`src/rtl/plf_pkg.sv`:
```
package plf_pkg;

  typedef enum logic [1:0] {
    SRC_PIN,
    SRC_PERIPH,
    SRC_FEEDBACK,
    SRC_ZERO
  } src_grp_e;

  // Decode which source group a select code falls in.
  function automatic src_grp_e src_group(input logic [31:0] code, input int unsigned lanes);
    if (code < 32'(lanes))        return SRC_PIN;
    else if (code < 32'(2*lanes)) return SRC_PERIPH;
    else if (code < 32'(3*lanes)) return SRC_FEEDBACK;
    else                          return SRC_ZERO;
  endfunction

  // Base code of a source group.
  function automatic logic [31:0] group_base(input src_grp_e g, input int unsigned lanes);
    case (g)
      SRC_PERIPH:   return 32'(lanes);
      SRC_FEEDBACK: return 32'(2*lanes);
      default:      return 32'd0;
    endcase
  endfunction

endpackage

```
`src/rtl/plf_cfg_regs.sv`:
```
module plf_cfg_regs #(
  parameter int LANES  = 8,
  parameter int LUT_IN = 3,
  parameter int SEL_W  = 5,
  parameter int ADDR_W = 6,
  parameter int DATA_W = 8
) (
  input  logic                                  clk,
  input  logic                                  rst,
  input  logic                                  cfg_we,
  input  logic [ADDR_W-1:0]                     cfg_addr,
  input  logic [DATA_W-1:0]                     cfg_wdata,
  output logic [LANES-1:0][(1<<LUT_IN)-1:0]     tt_q,
  output logic [LANES*LUT_IN-1:0][SEL_W-1:0]    sel_q,
  output logic [LANES-1:0]                      byp_q,
  output logic [LANES-1:0]                      dir_q,
  output logic [LANES-1:0]                      ien_q,
  output logic                                  wake_clr
);

  localparam int TT_W     = 1 << LUT_IN;
  localparam int NSEL     = LANES * LUT_IN;
  localparam int SEL_BASE = LANES;
  localparam int BYP_ADDR = SEL_BASE + NSEL;
  localparam int DIR_ADDR = BYP_ADDR + 1;
  localparam int IEN_ADDR = BYP_ADDR + 2;
  localparam int CLR_ADDR = BYP_ADDR + 3;

  always_ff @(posedge clk) begin
    if (rst) begin
      tt_q  <= '0;
      sel_q <= '0;
      byp_q <= '1;
      dir_q <= '0;
      ien_q <= '0;
    end else if (cfg_we) begin
      for (int k = 0; k < LANES; k++) begin
        if (cfg_addr == ADDR_W'(k)) tt_q[k] <= cfg_wdata[TT_W-1:0];
      end
      for (int s = 0; s < NSEL; s++) begin
        if (cfg_addr == ADDR_W'(SEL_BASE + s)) sel_q[s] <= cfg_wdata[SEL_W-1:0];
      end
      if (cfg_addr == ADDR_W'(BYP_ADDR)) byp_q <= cfg_wdata[LANES-1:0];
      if (cfg_addr == ADDR_W'(DIR_ADDR)) dir_q <= cfg_wdata[LANES-1:0];
      if (cfg_addr == ADDR_W'(IEN_ADDR)) ien_q <= cfg_wdata[LANES-1:0];
    end
  end

  assign wake_clr = cfg_we && (cfg_addr == ADDR_W'(CLR_ADDR));

endmodule

```
`src/rtl/plf_lut_cell.sv`:
```
module plf_lut_cell #(
  parameter int LANES  = 8,
  parameter int LUT_IN = 3,
  parameter int SEL_W  = 5
) (
  input  logic [LANES-1:0]               pin_in,
  input  logic [LANES-1:0]               periph_out,
  input  logic [LANES-1:0]               fb,
  input  logic [LUT_IN-1:0][SEL_W-1:0]   sel,
  input  logic [(1<<LUT_IN)-1:0]         tt,
  output logic                           y
);

  localparam int LW = (LANES > 1) ? $clog2(LANES) : 1;

  logic [LUT_IN-1:0] idx;

  for (genvar j = 0; j < LUT_IN; j++) begin : g_in
    logic [31:0]        code;
    plf_pkg::src_grp_e  grp;
    logic [LW-1:0]      off;
    logic               b;

    assign code = 32'(sel[j]);
    assign grp  = plf_pkg::src_group(code, LANES);
    assign off  = LW'(code - plf_pkg::group_base(grp, LANES));

    always_comb begin
      case (grp)
        plf_pkg::SRC_PIN:      b = pin_in[off];
        plf_pkg::SRC_PERIPH:   b = periph_out[off];
        plf_pkg::SRC_FEEDBACK: b = fb[off];
        default:               b = 1'b0;
      endcase
    end

    assign idx[j] = b;
  end

  assign y = tt[idx];

endmodule

```
`src/rtl/plf_wake.sv`:
```
module plf_wake #(
  parameter int LANES = 8
) (
  input  logic             clk,
  input  logic             rst,
  input  logic [LANES-1:0] lut_d,
  input  logic [LANES-1:0] lut_q,
  input  logic [LANES-1:0] ien,
  input  logic             clr,
  output logic             wake
);

  logic hit;

  assign hit = |((lut_d ^ lut_q) & ien);

  always_ff @(posedge clk) begin
    if (rst)      wake <= 1'b0;
    else if (hit) wake <= 1'b1;
    else if (clr) wake <= 1'b0;
  end

endmodule

```
`src/rtl/plf_port_fabric.sv`:
```
module plf_port_fabric #(
  parameter int LANES  = 8,
  parameter int LUT_IN = 3,
  parameter int ADDR_W = 6,
  parameter int DATA_W = 8
) (
  input  logic              clk,
  input  logic              rst,
  input  logic              cfg_we,
  input  logic [ADDR_W-1:0] cfg_addr,
  input  logic [DATA_W-1:0] cfg_wdata,
  input  logic [LANES-1:0]  pin_in,
  input  logic [LANES-1:0]  periph_out,
  output logic [LANES-1:0]  pin_out,
  output logic [LANES-1:0]  periph_in,
  output logic              wake
);

  localparam int TT_W  = 1 << LUT_IN;
  localparam int SRC_N = 3 * LANES;
  localparam int SEL_W = $clog2(SRC_N + 1);
  localparam int NSEL  = LANES * LUT_IN;

  logic [LANES-1:0][TT_W-1:0]  tt_q;
  logic [NSEL-1:0][SEL_W-1:0]  sel_q;
  logic [LANES-1:0]            byp_q, dir_q, ien_q;
  logic                        wake_clr;
  logic [LANES-1:0]            lut_d, lut_q;
  logic [LANES-1:0]            pin_nx, per_nx;

  plf_cfg_regs #(
    .LANES(LANES), .LUT_IN(LUT_IN), .SEL_W(SEL_W), .ADDR_W(ADDR_W), .DATA_W(DATA_W)
  ) u_cfg (
    .clk(clk), .rst(rst), .cfg_we(cfg_we), .cfg_addr(cfg_addr), .cfg_wdata(cfg_wdata),
    .tt_q(tt_q), .sel_q(sel_q), .byp_q(byp_q), .dir_q(dir_q), .ien_q(ien_q),
    .wake_clr(wake_clr)
  );

  for (genvar k = 0; k < LANES; k++) begin : g_lane
    plf_lut_cell #(.LANES(LANES), .LUT_IN(LUT_IN), .SEL_W(SEL_W)) u_cell (
      .pin_in(pin_in),
      .periph_out(periph_out),
      .fb(lut_q),
      .sel(sel_q[k*LUT_IN +: LUT_IN]),
      .tt(tt_q[k]),
      .y(lut_d[k])
    );

    always_comb begin
      if (byp_q[k]) begin
        pin_nx[k] = periph_out[k];
        per_nx[k] = pin_in[k];
      end else if (dir_q[k]) begin
        pin_nx[k] = periph_out[k];
        per_nx[k] = lut_d[k];
      end else begin
        pin_nx[k] = lut_d[k];
        per_nx[k] = pin_in[k];
      end
    end
  end

  always_ff @(posedge clk) begin
    if (rst) begin
      lut_q     <= '0;
      pin_out   <= '0;
      periph_in <= '0;
    end else begin
      lut_q     <= lut_d;
      pin_out   <= pin_nx;
      periph_in <= per_nx;
    end
  end

  plf_wake #(.LANES(LANES)) u_wake (
    .clk(clk), .rst(rst), .lut_d(lut_d), .lut_q(lut_q), .ien(ien_q),
    .clr(wake_clr), .wake(wake)
  );

endmodule

```
`config.mk`:
```
export PLATFORM = sky130hd
export DESIGN_NAME = plf_port_fabric
export DESIGN_NICKNAME = d
export VERILOG_FILES = /design/src/rtl/plf_pkg.sv /design/src/rtl/plf_cfg_regs.sv /design/src/rtl/plf_lut_cell.sv /design/src/rtl/plf_wake.sv /design/src/rtl/plf_port_fabric.sv
export SDC_FILE = /design/constraint.sdc
export NUM_CORES = 1
export LEC_CHECK = 0
export BUFFER_PORTS_ARGS = -buffer_cell sky130_fd_sc_hd__buf_2
export CAP_MARGIN = 20
export CORE_UTILIZATION = 58
export CTS_CLUSTER_DIAMETER = 100
export DETAILED_ROUTE_END_ITERATION = 10
export PLACE_DENSITY_LB_ADDON = 0.3
export SLEW_MARGIN = 20
export SYNTH_ARGS = -nofsm -noshare
export SYNTH_HDL_FRONTEND = slang
export SYNTH_HIERARCHICAL = 1
export SYNTH_SLANG_ARGS = --single-unit
```
`constraint.sdc`:
```
create_clock -name clk -period 2.7 [get_ports clk]
set_input_delay 0.135 -clock clk [delete_from_list [all_inputs] [get_ports clk]]
set_output_delay 0.135 -clock clk [all_outputs]
set_load 0.02 [all_outputs]
```
==> results of run 1 <==
==> layer usage <==
layer | GRT usage, % | part of all wire [%]
met5 | 0 | 0.024
met4 | 15.2 | 4.7
met1 | 47.6 | 40
met3 | 7.23 | 9.8
met2 | 61.2 | 46
==> area by class of cell <==
type | instances | area share, %
antenna | 1 | 0.0122
multi-input combinational | 1173 | 55.4
clock buffer | 33 | 3.59
tap | 372 | 2.26
sequential | 233 | 22.9
timing repair buffer | 362 | 14.6
clock inverter | 15 | 0.828
inverter | 24 | 0.438
==> worst register-to-register path: stages (launching register included) <==
cell       delay (ns)
dfxtp_4          0.35
buf_12           0.14
buf_6            0.11
mux4_2           0.46
mux2i_2          0.21
nor3b_2          0.09
a2111oi_4        0.30
buf_4            0.23
mux2_4           0.32
nor3_4           0.20
a211oi_4         0.06
xor2_1           0.14
a22o_1           0.23
a221oi_2         0.17
a31oi_1          0.10
==> power groups by stage <==
stage          sequential (mW)  combinational, mW  clock (mW)
2_1_floorplan             3.60              0.554           0
3_3_place_gp              3.58               1.14           0
3_5_place_dp              3.58               1.16           0
4_1_cts                   3.50               1.28        3.81
5_1_grt                   3.50               1.43        3.98
6_report                  3.50               1.39        3.81
==> cells by family (layout without fill, tap and decap cells) <==
logic type | after synthesis | in the layout | synth area share (%)
compound gates | 149 | 149 | 8.95
xor+xnor | 8 | 8 | 0.430
buf+inv | 118 | 434 | 3.77
flops | 233 | 233 | 28.7
mux | 472 | 472 | 37.7
other cells | 0 | 1 | 0
simple gates | 544 | 544 | 20.5
==> final timing paths <==
check                                       to           start  slack (ns)
worst min register to register  u_cfg/tt_q[49]  u_cfg/tt_q[49]        0.48
worst min-delay path                pin_out[7]   periph_out[7]        0.21
worst max-delay path               u_wake/wake        lut_q[4]       -0.58
worst max register to register     u_wake/wake        lut_q[4]       -0.58
==> metrics by stage <==
step / cell area [um^2] / hold WS, ns / instances / setup TNS (ns) / power [mW]
after floorplan: 16300 / 0.204 / 1524 / -0.0681 / 4.16
after global routing: 20600 / 0.205 / 2213 / -9.25 / 8.91
after detailed placement: 18600 / 0.428 / 2108 / -8.01 / 4.74
final: 20600 / 0.214 / 2213 / -7.50 / 8.70
after CTS: 20200 / 0.170 / 2196 / -6.29 / 8.59
after global placement: 18600 / 0.404 / 2108 / -6.96 / 4.72
==> sequential cells by signal, summed over array words and instances (netlist names) <==
name         cells
u_wake/wake      1
u_cfg/sel_q    120
periph_in        8
u_cfg/tt_q      64
pin_out          8
u_cfg/dir_q      8
u_cfg/ien_q      8
lut_q            8
u_cfg/byp_q      8
==> repair_timing <==
item	4_1_cts	5_1_grt
hold buffers	12	0
gates resized for setup	92	61
pin swaps	16	17
endpoints found under the setup margin	25	25
hold endpoints to repair	10	0
setup buffers	28	16
gates cloned	1	2
==> cells in the final DEF, fill, tap and decap left out, types with 8 or more instances in the layout <==
| cell type | instances |
|---|---|
| nor2b_1 | 48 |
| nor2_1 | 49 |
| a22o_1 | 9 |
| and2_1 | 11 |
| nand3_1 | 24 |
| inv_1 | 24 |
| o211ai_1 | 8 |
| and4b_4 | 8 |
| o2111ai_1 | 8 |
| nand2b_1 | 213 |
| buf_4 | 253 |
| nand2_1 | 76 |
| o21ai_0 | 8 |
| nand3b_1 | 24 |
| o2111a_1 | 8 |
| mux2i_1 | 316 |
| buf_6 | 29 |
| xor2_1 | 8 |
| a211oi_1 | 8 |
| nand2_2 | 10 |
| o311a_1 | 8 |
| a21oi_1 | 12 |
| buf_2 | 48 |
| mux4_2 | 69 |
| dfxtp_1 | 219 |
| mux2_1 | 17 |
| mux4_1 | 27 |
| a22oi_1 | 8 |
| dlygate4sd3_1 | 12 |
| mux2_2 | 16 |
| buf_12 | 15 |
| clkbuf_16 | 29 |
| a31o_1 | 8 |
| a2111oi_4 | 10 |
| mux2_4 | 23 |
| a41oi_2 | 8 |
| nor3b_1 | 18 |
| and2_4 | 8 |
==> flow_metrics.env, run 1 <==
export IMPL_syn_avg_cell_area_um2=10.7
export IMPL_power_frac_seq_pct=40.2
export IMPL_drc=0
export IMPL_finalWirelength_um=54500
export IMPL_setup_viol_count_final=25
export IMPL_dr_pass1_iters=5
export IMPL_gp_congestion=0.980
export IMPL_clk_latency_ns=0.56
export IMPL_utilization_pct=75.4
export IMPL_fill_cells=1798
export IMPL_vdd_drop_max_mv=0.548
export IMPL_hold_depth=4
export IMPL_netlist_area_leader_share_pct=28.7
export IMPL_tritoncts="done"
export IMPL_power_density_nw_per_um2=423
export IMPL_worstMarginPinSlew_ns=1.04
export IMPL_skew_ns=0.0175
export IMPL_area_delta_synth_final_pct=26.3
export IMPL_multi_input_area_um2=11400
export IMPL_ys_top_cells_by_count="mux2i_1 (320), dfxtp_1 (233), nand2b_1 (218)"
export IMPL_cts_sinks=233
export IMPL_crit_cells=14
export IMPL_synth_fp_nets=1557
export IMPL_core_area_um2=27300
export IMPL_reg2reg_depth=14
export IMPL_yosys_area_top_type="dfxtp_1"
export IMPL_num_vias=14434
export IMPL_grtUsageTotal_pct=37.1
export IMPL_worst_setup_path_start_kind="flop"
export IMPL_slew_violations=0
export IMPL_pwr_share_comb_pct=16.0
export IMPL_dieArea_um2=28700
export IMPL_grt_overflow=0
export IMPL_synthDistinctLibCells=59
export IMPL_maxCapViolCount=0
export IMPL_seq_area_frac_synth_pct=28.7
export IMPL_synth_edf_count=0
export IMPL_fin_crit_sh_pct=121
export IMPL_netlist_instances=1524
export IMPL_p_clk_share_pct=43.7
export IMPL_grt_setup_unrepaired="true"
export IMPL_swShare_pct=26.9
export IMPL_p_switching_mw=2.34
export IMPL_crit_type="reg -> reg"
export IMPL_status="finished, violations left"
export IMPL_clk_pin_slew_worst_paths_ns=0.06
export IMPL_viasPerCell=6.52
export IMPL_die_w_um=170
export IMPL_ys_seq_elements=233
export IMPL_synth_top_cells_by_area="dfxtp_1 (29%), mux2i_1 (20%), nand2b_1 (8.4%), mux4_2 (7.7%), mux4_1 (6.5%)"
export IMPL_clock_fmax_ghz=0.305
export IMPL_synth_flop_cell="dfxtp_1"
export IMPL_drive_gt1_share_pct=33.9
export IMPL_yosysMostFrequentCell="mux2i_1"
export IMPL_crit_path_cell_trace="buf_12 -> buf_6 -> mux4_2 -> mux2i_2 -> nor3b_2 -> a2111oi_4 -> buf_4 -> mux2_4 -> nor3_4 -> a211oi_4 -> xor2_1 -> a22o_1 -> a221oi_2 -> a31oi_1"
export IMPL_pre_cts_ws_ns=-0.607
export IMPL_cp_arrival_ns=3.67
export IMPL_port_buffer_count=49
export IMPL_netlist_area_um2=16300
export IMPL_path_delay_family="multiplexers"
export IMPL_antenna_found_initial=2
export IMPL_finalHoldViolations=0
export IMPL_ant_nets=0
export IMPL_grt_max_degree=113
export IMPL_grt_pass1_wl_um=82000
export IMPL_layout_nets=1854
export IMPL_violations="setup timing"
export IMPL_grt_pass1_vias=14374
export IMPL_fp_dieH_um=170
export IMPL_detail_route_wl_per_cell_um=24.6
export IMPL_cts_buffers=27
export IMPL_clock_path_buffers=3
export IMPL_post_route_min_period_ns=3.28
export IMPL_seq_area_um2=4700
export IMPL_max_slew_margin_pct=31.0
export IMPL_critPathCaptureType="flop"
export IMPL_critPathRequiredTime_ns=3.09
export IMPL_p_leak_nw=8.68
export IMPL_p_int_mw=6.36
export IMPL_htree_levels=1
export IMPL_row_count=60
export IMPL_synthArstFlopShare_pct=0
export IMPL_drtIter0Drc=1670
export IMPL_cpPeakStageDelay_ns=0.46
export IMPL_pin_count=50
export IMPL_crit_fanout=6
export IMPL_initial_core_util_pct=59.7
export IMPL_hpwl_um=35400
export IMPL_setup_slack_ns=-0.579
export IMPL_root_buffer="clkbuf_16"
export IMPL_worst_path_max_delay_cell="mux4_2"
export IMPL_critical_path_buf_inv_count=3
export IMPL_hold_class="in -> reg"
export IMPL_yosysWarnings=6
No activity file was read; power rests on OpenSTA's default activity.
==> run 2, diff against run 1 <==
- CORE_ASPECT_RATIO: default -> 0.5
- CORE_UTILIZATION: 58 -> 57
- SYNTH_HIERARCHICAL: 1 -> default
- clock period: 2.7 -> 2.9 ns (I/O delays scaled with it)
==> flow_metrics.env, run 2 <==
export IMPL_status="finished, violations left"
export IMPL_violations="setup timing"
export IMPL_ant_nets=0
export IMPL_pwr_share_comb_pct=11.8
export IMPL_htree_levels=1
export IMPL_crit_fanout=8
export IMPL_worst_setup_path_start_kind="flop"
export IMPL_gp_congestion=0.957
export IMPL_die_w_um=227
export IMPL_skew_ns=0.0138
export IMPL_port_buffer_count=49
export IMPL_swShare_pct=25.7
export IMPL_pin_count=50
export IMPL_clock_path_buffers=3
export IMPL_synth_fp_nets=1538
export IMPL_cp_arrival_ns=3.42
export IMPL_final_cell_mix="mux2i_1 (273), dfxtp_1 (219), nor2_1 (194), buf_4 (175), mux4_2 (111)"
export IMPL_hold_worst_slack_ns=0.0330
export IMPL_grt_overflow=0
export IMPL_cpPeakStageDelay_ns=0.46
export IMPL_dieArea_um2=26000
export IMPL_tritoncts="done"
export IMPL_multi_input_area_um2=9220
export IMPL_post_route_min_period_ns=3.01
export IMPL_hpwl_um=32400
export IMPL_synthArstFlopShare_pct=0
export IMPL_layout_nets=1636
export IMPL_drtIter0Drc=1668
export IMPL_fill_cells=1834
export IMPL_power_density_nw_per_um2=447
export IMPL_crit_path_cell_trace="buf_12 -> mux4_2 -> mux2_4 -> nand3b_1 -> o221ai_4 -> mux2i_1 -> mux2_4 -> a211o_4 -> xnor2_2 -> a221oi_2 -> a31oi_1"
export IMPL_vdd_drop_max_mv=0.453
export IMPL_netlist_instances=1505
export IMPL_critPathRequiredTime_ns=3.32
export IMPL_finalHoldViolations=0
export IMPL_row_count=40
export IMPL_reg2reg_depth=11
export IMPL_worstMarginPinSlew_ns=1.13
export IMPL_netlist_area_um2=14500
export IMPL_finalWirelength_um=48200
export IMPL_antenna_cells=0
export IMPL_crit_type="reg -> reg"
export IMPL_clk_pin_slew_worst_paths_ns=0.07
export IMPL_grtUsageTotal_pct=37.3
export IMPL_dr_pass1_iters=5
export IMPL_p_clk_share_pct=46.0
export IMPL_top_regs="u_cfg.sel_q: 120 flops, u_cfg.tt_q: 64 flops"
export IMPL_grt_pass1_wl_um=73300
export IMPL_path_delay_family="multiplexers"
export IMPL_holdPathEnd="u_cfg.tt_q[31]"
export IMPL_critPathCaptureType="flop"
export IMPL_ys_top_cells_by_count="mux2i_1 (278), dfxtp_1 (233), nor2_1 (194)"
export IMPL_reg2reg_from="lut_q[5]"
export IMPL_largest_register_ffs=120
export IMPL_viasPerCell=6.68
export IMPL_pre_cts_ws_ns=-0.258
export IMPL_max_slew_margin_pct=24.6
export IMPL_ys_seq_elements=233
export IMPL_yosysMostFrequentCell="mux2i_1"
export IMPL_antenna_found_initial=0
export IMPL_detail_route_wl_per_cell_um=24.7
export IMPL_drc=0
export IMPL_area_delta_synth_final_pct=18.9
export IMPL_p_switching_mw=1.98
export IMPL_cts_buffers=23
export IMPL_synthDistinctLibCells=60
export IMPL_seq_area_frac_synth_pct=32.3
export IMPL_top_register="u_cfg.sel_q"
export IMPL_crit_top_cell="mux2_4"
export IMPL_layout_commonest_cell="mux2i_1"
export IMPL_p_int_mw=5.71
export IMPL_grt_pass1_vias=12746
export IMPL_netlist_area_leader_share_pct=32.3
export IMPL_yosysWarnings=0
export IMPL_syn_avg_cell_area_um2=9.60
export IMPL_synth_edf_count=0
export IMPL_rrSetupSlack_ns=-0.11
export IMPL_slew_violations=0
export IMPL_critical_path_buf_inv_count=1
export IMPL_final_setup_tns_ns=-0.244
export IMPL_num_vias=13064
export IMPL_initial_core_util_pct=59.2
export IMPL_hold_class="in -> reg"
export IMPL_setup_viol_count_final=4
export IMPL_root_buffer="clkbuf_16"
export IMPL_worst_path_max_delay_cell="mux4_2"
export IMPL_maxCapViolCount=0
export IMPL_seq_area_um2=4700
export IMPL_drive_gt1_share_pct=28.4
export IMPL_hold_depth=3
export IMPL_grt_max_degree=89
export IMPL_clk_latency_ns=0.56
export IMPL_grt_setup_unrepaired="true"
export IMPL_fin_crit_sh_pct=104
export IMPL_p_leak_nw=6.36
export IMPL_yosys_area_top_type="dfxtp_1"
export IMPL_synth_flop_cell="dfxtp_1"
export IMPL_core_area_um2=24400
export IMPL_synth_top_cells_by_area="dfxtp_1 (32%), mux2i_1 (19%), mux4_2 (17%), nor2_1 (5.0%), clkbuf_1 (3.5%)"
export IMPL_setup_slack_ns=-0.106
export IMPL_r2r_end="u_wake.wake"
export IMPL_clock_fmax_ghz=0.333
export IMPL_fp_dieH_um=115
export IMPL_power_frac_seq_pct=42.2
export IMPL_cts_sinks=233
export IMPL_min_from="cfg_wdata[7]"
## run 2: cell type report
cell class / count / area share (%)
clock buffers: 31 / 3.82
clock inverters: 10 / 1.29
inverters: 17 / 0.371
multi-input cells: 1084 / 53.6
flip-flops and latches: 233 / 27.3
well taps: 336 / 2.45
repair buffers: 244 / 11.1
## run 2: worst max-delay path by stage
stage	slack (ns)	to	from	depth (start not counted)
floorplan	0.05	u_wake.wake	u_cfg.sel_q[61]	9
global placement	-0.20	u_wake.wake	lut_q[5]	12
detailed placement	-0.26	u_wake.wake	lut_q[3]	11
CTS	-0.05	u_wake.wake	lut_q[5]	11
global route	-0.17	u_wake.wake	lut_q[5]	11
finish	-0.11	u_wake.wake	lut_q[5]	11
## run 2: logic make-up after synthesis
logic type	after synthesis	synth area share, %
compound gates	180	8.27
xor+xnor	6	0.364
buf+inv	188	5.07
flops	233	32.3
mux	410	38.3
simple gates	488	15.7
## run 2: through the flow
step | utilization, % | instances | total power, mW | cell area, um^2
6_report | 70.4 | 1955 | 7.69 | 17200
2_1_floorplan | - | 1505 | 3.77 | 14500
3_5_place_dp | 66.0 | 1908 | 4.16 | 16100
3_3_place_gp | 66.0 | 1908 | 4.14 | 16100
4_1_cts | 70.0 | 1951 | 7.66 | 17100
5_1_grt | 70.4 | 1955 | 7.84 | 17200
## run 2: routing by layer
layer	part of all wire, %	global-route usage (%)
met3	14	13.8
met1	38	48.3
met4	4.3	15.3
met5	0	0
met2	43	56.3
## run 2: power by group through the flow
stage                     registers [mW]  logic [mW]  clock network (mW)
after global routing                3.24       0.928                3.67
after detailed placement            3.32       0.838                   0
final                               3.24       0.905                3.54
after CTS                           3.25       0.861                3.55
after floorplan                     3.33       0.445                   0
after global placement              3.32       0.826                   0
## run 2: repair_timing
| item | in CTS | in global routing |
|---|---|---|
| pin swaps | 13 | 5 |
| hold buffers | 0 | 0 |
| buffers inserted | 6 | 4 |
| gates resized for setup | 37 | 17 |
| setup endpoints to repair | 7 | 10 |
| endpoints found under the hold margin | 0 | 0 |
## run 2: worst register-to-register path, delay by kind of cell (launching register included)
kind | cells | cell delay, ns
AOI/OAI and AO/OA | 4 | 0.90
xor gates and xnor gates | 1 | 0.16
buffers and inverters | 1 | 0.13
DFF | 1 | 0.34
muxes | 4 | 1.16
and+or+nand+nor | 1 | 0.17
==> run 3, diff against run 2 <==
- ABC_AREA: default -> 1
==> flow_metrics.env, run 3 <==
export IMPL_die_w_um=232
export IMPL_htree_levels=1
export IMPL_p_clk_share_pct=41.2
export IMPL_initial_core_util_pct=58.9
export IMPL_maxCapViolCount=0
export IMPL_area_delta_synth_final_pct=7.23
export IMPL_netlist_instances=2452
export IMPL_fin_crit_sh_pct=93.4
export IMPL_layout_nets=2461
export IMPL_root_buffer="clkbuf_16"
export IMPL_grt_pass1_vias=14790
export IMPL_finalHoldViolations=0
export IMPL_cp_arrival_ns=3.11
export IMPL_p_leak_nw=6.45
export IMPL_clock_fmax_ghz=0.369
export IMPL_clk_pin_slew_worst_paths_ns=0.07
export IMPL_top_regs="u_cfg.sel_q: 120 flops, u_cfg.tt_q: 64 flops"
export IMPL_drive_gt1_share_pct=8.92
export IMPL_swShare_pct=29.6
export IMPL_cts_sinks=233
export IMPL_p_int_mw=5.29
export IMPL_final_cell_mix="nand2_1 (435), o21ai_0 (367), a21oi_1 (313), nand3_1 (279), nor2_1 (246)"
export IMPL_slew_violations=0
export IMPL_antenna_cells=0
export IMPL_seq_area_frac_synth_pct=31.0
export IMPL_top_register="u_cfg.sel_q"
export IMPL_pwr_share_comb_pct=15.2
export IMPL_utilization_pct=63.2
export IMPL_max_slew_margin_pct=21.7
export IMPL_pre_cts_ws_ns=0.384
export IMPL_pin_count=50
export IMPL_num_vias=17029
export IMPL_critPathRequiredTime_ns=3.30
export IMPL_post_route_min_period_ns=2.71
export IMPL_netlist_area_leader_share_pct=31.0
export IMPL_crit_type="reg -> reg"
export IMPL_post_dp_cell_area_um2=15400
export IMPL_finalWirelength_um=55800
export IMPL_yosysMostFrequentCell="nand2_1"
export IMPL_ant_nets=0
export IMPL_port_buffer_count=49
export IMPL_fin_area_um2=16100
export IMPL_grt_overflow=0
export IMPL_gp_congestion=1.02
export IMPL_detail_route_wl_per_cell_um=20.0
export IMPL_worst_setup_path_start_kind="flop"
export IMPL_hpwl_um=35800
export IMPL_hold_worst_slack_ns=0.109
export IMPL_cts_buffers=23
export IMPL_row_count=41
export IMPL_drc=0
export IMPL_antenna_found_initial=1
export IMPL_power_density_nw_per_um2=465
export IMPL_hold_class="in -> reg"
export IMPL_finalNonFillerCells=2788
export IMPL_synth_edf_count=0
export IMPL_tritoncts="done"
export IMPL_vdd_drop_max_mv=0.277
export IMPL_ys_top_cells_by_count="nand2_1 (435), o21ai_0 (367), a21oi_1 (313)"
export IMPL_post_cts_resized=0
export IMPL_grtUsageTotal_pct=40.6
export IMPL_worstMarginPinSlew_ns=1.17
export IMPL_placed_cells=2747
export IMPL_power_mw=7.50
export IMPL_status="finished clean"
export IMPL_synth_flop_cell="dfxtp_1"
export IMPL_grt_max_degree=91
export IMPL_synthArstFlopShare_pct=0
export IMPL_cts_setup_buffers=0
export IMPL_dr_pass1_iters=6
export IMPL_skew_ns=0.0128
export IMPL_grt_setup_unrepaired="false"
export IMPL_fill_cells=2437
export IMPL_largest_register_ffs=120
export IMPL_critPathCaptureType="flop"
export IMPL_synth_fp_nets=2485
export IMPL_postCtsHoldBufs=0
export IMPL_syn_avg_cell_area_um2=6.14
export IMPL_yosysWarnings=0
export IMPL_grt_pass1_wl_um=84400
export IMPL_synthDistinctLibCells=29
export IMPL_setup_viol_count_final=0
export IMPL_core_area_um2=25500
export IMPL_crit_fanout=11
export IMPL_power_frac_seq_pct=43.7
export IMPL_ys_seq_elements=233
export IMPL_layout_commonest_cell="nand2_1"
export IMPL_netlist_area_um2=15000
export IMPL_clock_path_buffers=3
export IMPL_p_switching_mw=2.22
export IMPL_clk_latency_ns=0.54
export IMPL_viasPerCell=6.11
export IMPL_drtIter0Drc=2728
export IMPL_fp_dieH_um=117
export IMPL_yosys_area_top_type="dfxtp_1"
export IMPL_setup_slack_ns=0.193
export IMPL_dieArea_um2=27100
export IMPL_synth_top_cells_by_area="dfxtp_1 (31%), o21ai_0 (12%), nand2_1 (11%), a21oi_1 (10%), nand3_1 (9.3%)"
export IMPL_final_setup_tns_ns=0
run 3: cell types whose count changed in the layout (fill, tap and decap cells not counted), sizes merged, moves of 39 or more:
cell / change
inv: +219
nand4: +40
a21oi: +246
mux4: -111
nand3: +239
o211ai: +39
nor2: +54
mux2i: -282
o21ai: +362
buf: -136
nand2: +336
run 3: kinds of logic after synthesis:
| kind of cell | share of synthesized area (%) |
|---|---|
| compound gates | 25.9 |
| flops | 31.0 |
| simple gates | 31.2 |
| buf+inv | 11.9 |
run 3: worst max-delay path, cell delays in order, from the launching register on:
cell	delay, ns
dfxtp_1	0.32
inv_1	0.55
buf_4	0.26
a21oi_1	0.06
o21ai_0	0.07
nand3_1	0.08
nand3_1	0.12
nand2_1	0.06
nor2_1	0.21
nand3_1	0.10
nand2_1	0.13
nand2_1	0.10
nand2_2	0.11
nand2_1	0.06
nand3_1	0.07
nand2_1	0.05
nor2_1	0.14
a21oi_2	0.07
run 3: worst paths after layout:
kind | slack (ns) | endpoint | cells after the start | from
worst min-delay path | 0.11 | lut_q[0] | 2 | rst
worst max register to register | 0.19 | u_wake.wake | 17 | lut_q[2]
worst max-delay path | 0.19 | u_wake.wake | 17 | lut_q[2]
worst min register to register | 0.46 | u_cfg.tt_q[2] | 2 | u_cfg.tt_q[2]
run 3: area by class of cell:
type	instances	area [um^2]	area share (%)
inverters	255	965	5.98
clock buffers	33	653	4.05
clock inverters	8	98.8	0.613
repair buffers	108	726	4.50
multi-input cells	1807	8600	53.3
flip-flops and latches	233	4660	28.9
well taps	344	430	2.67
run 3: power by group through the flow:
stage | Combinational (mW) | Sequential (mW) | Clock (mW)
finish | 1.14 | 3.28 | 3.09
global route | 1.19 | 3.28 | 3.22
CTS | 1.06 | 3.27 | 3.09
detailed placement | 1.06 | 3.35 | 0
global placement | 1.05 | 3.35 | 0
floorplan | 0.636 | 3.35 | 0
run 3: layer usage:
metal  global-route usage [%]  vias to the layer above  share of wire (%)
li1                         -                     8152                  -
met1                     56.1                     7504                 40
met2                     57.8                     1138                 38
met3                     13.0                      233                 17
met4                     17.2                        2                4.9
met5                        0                        -              0.022
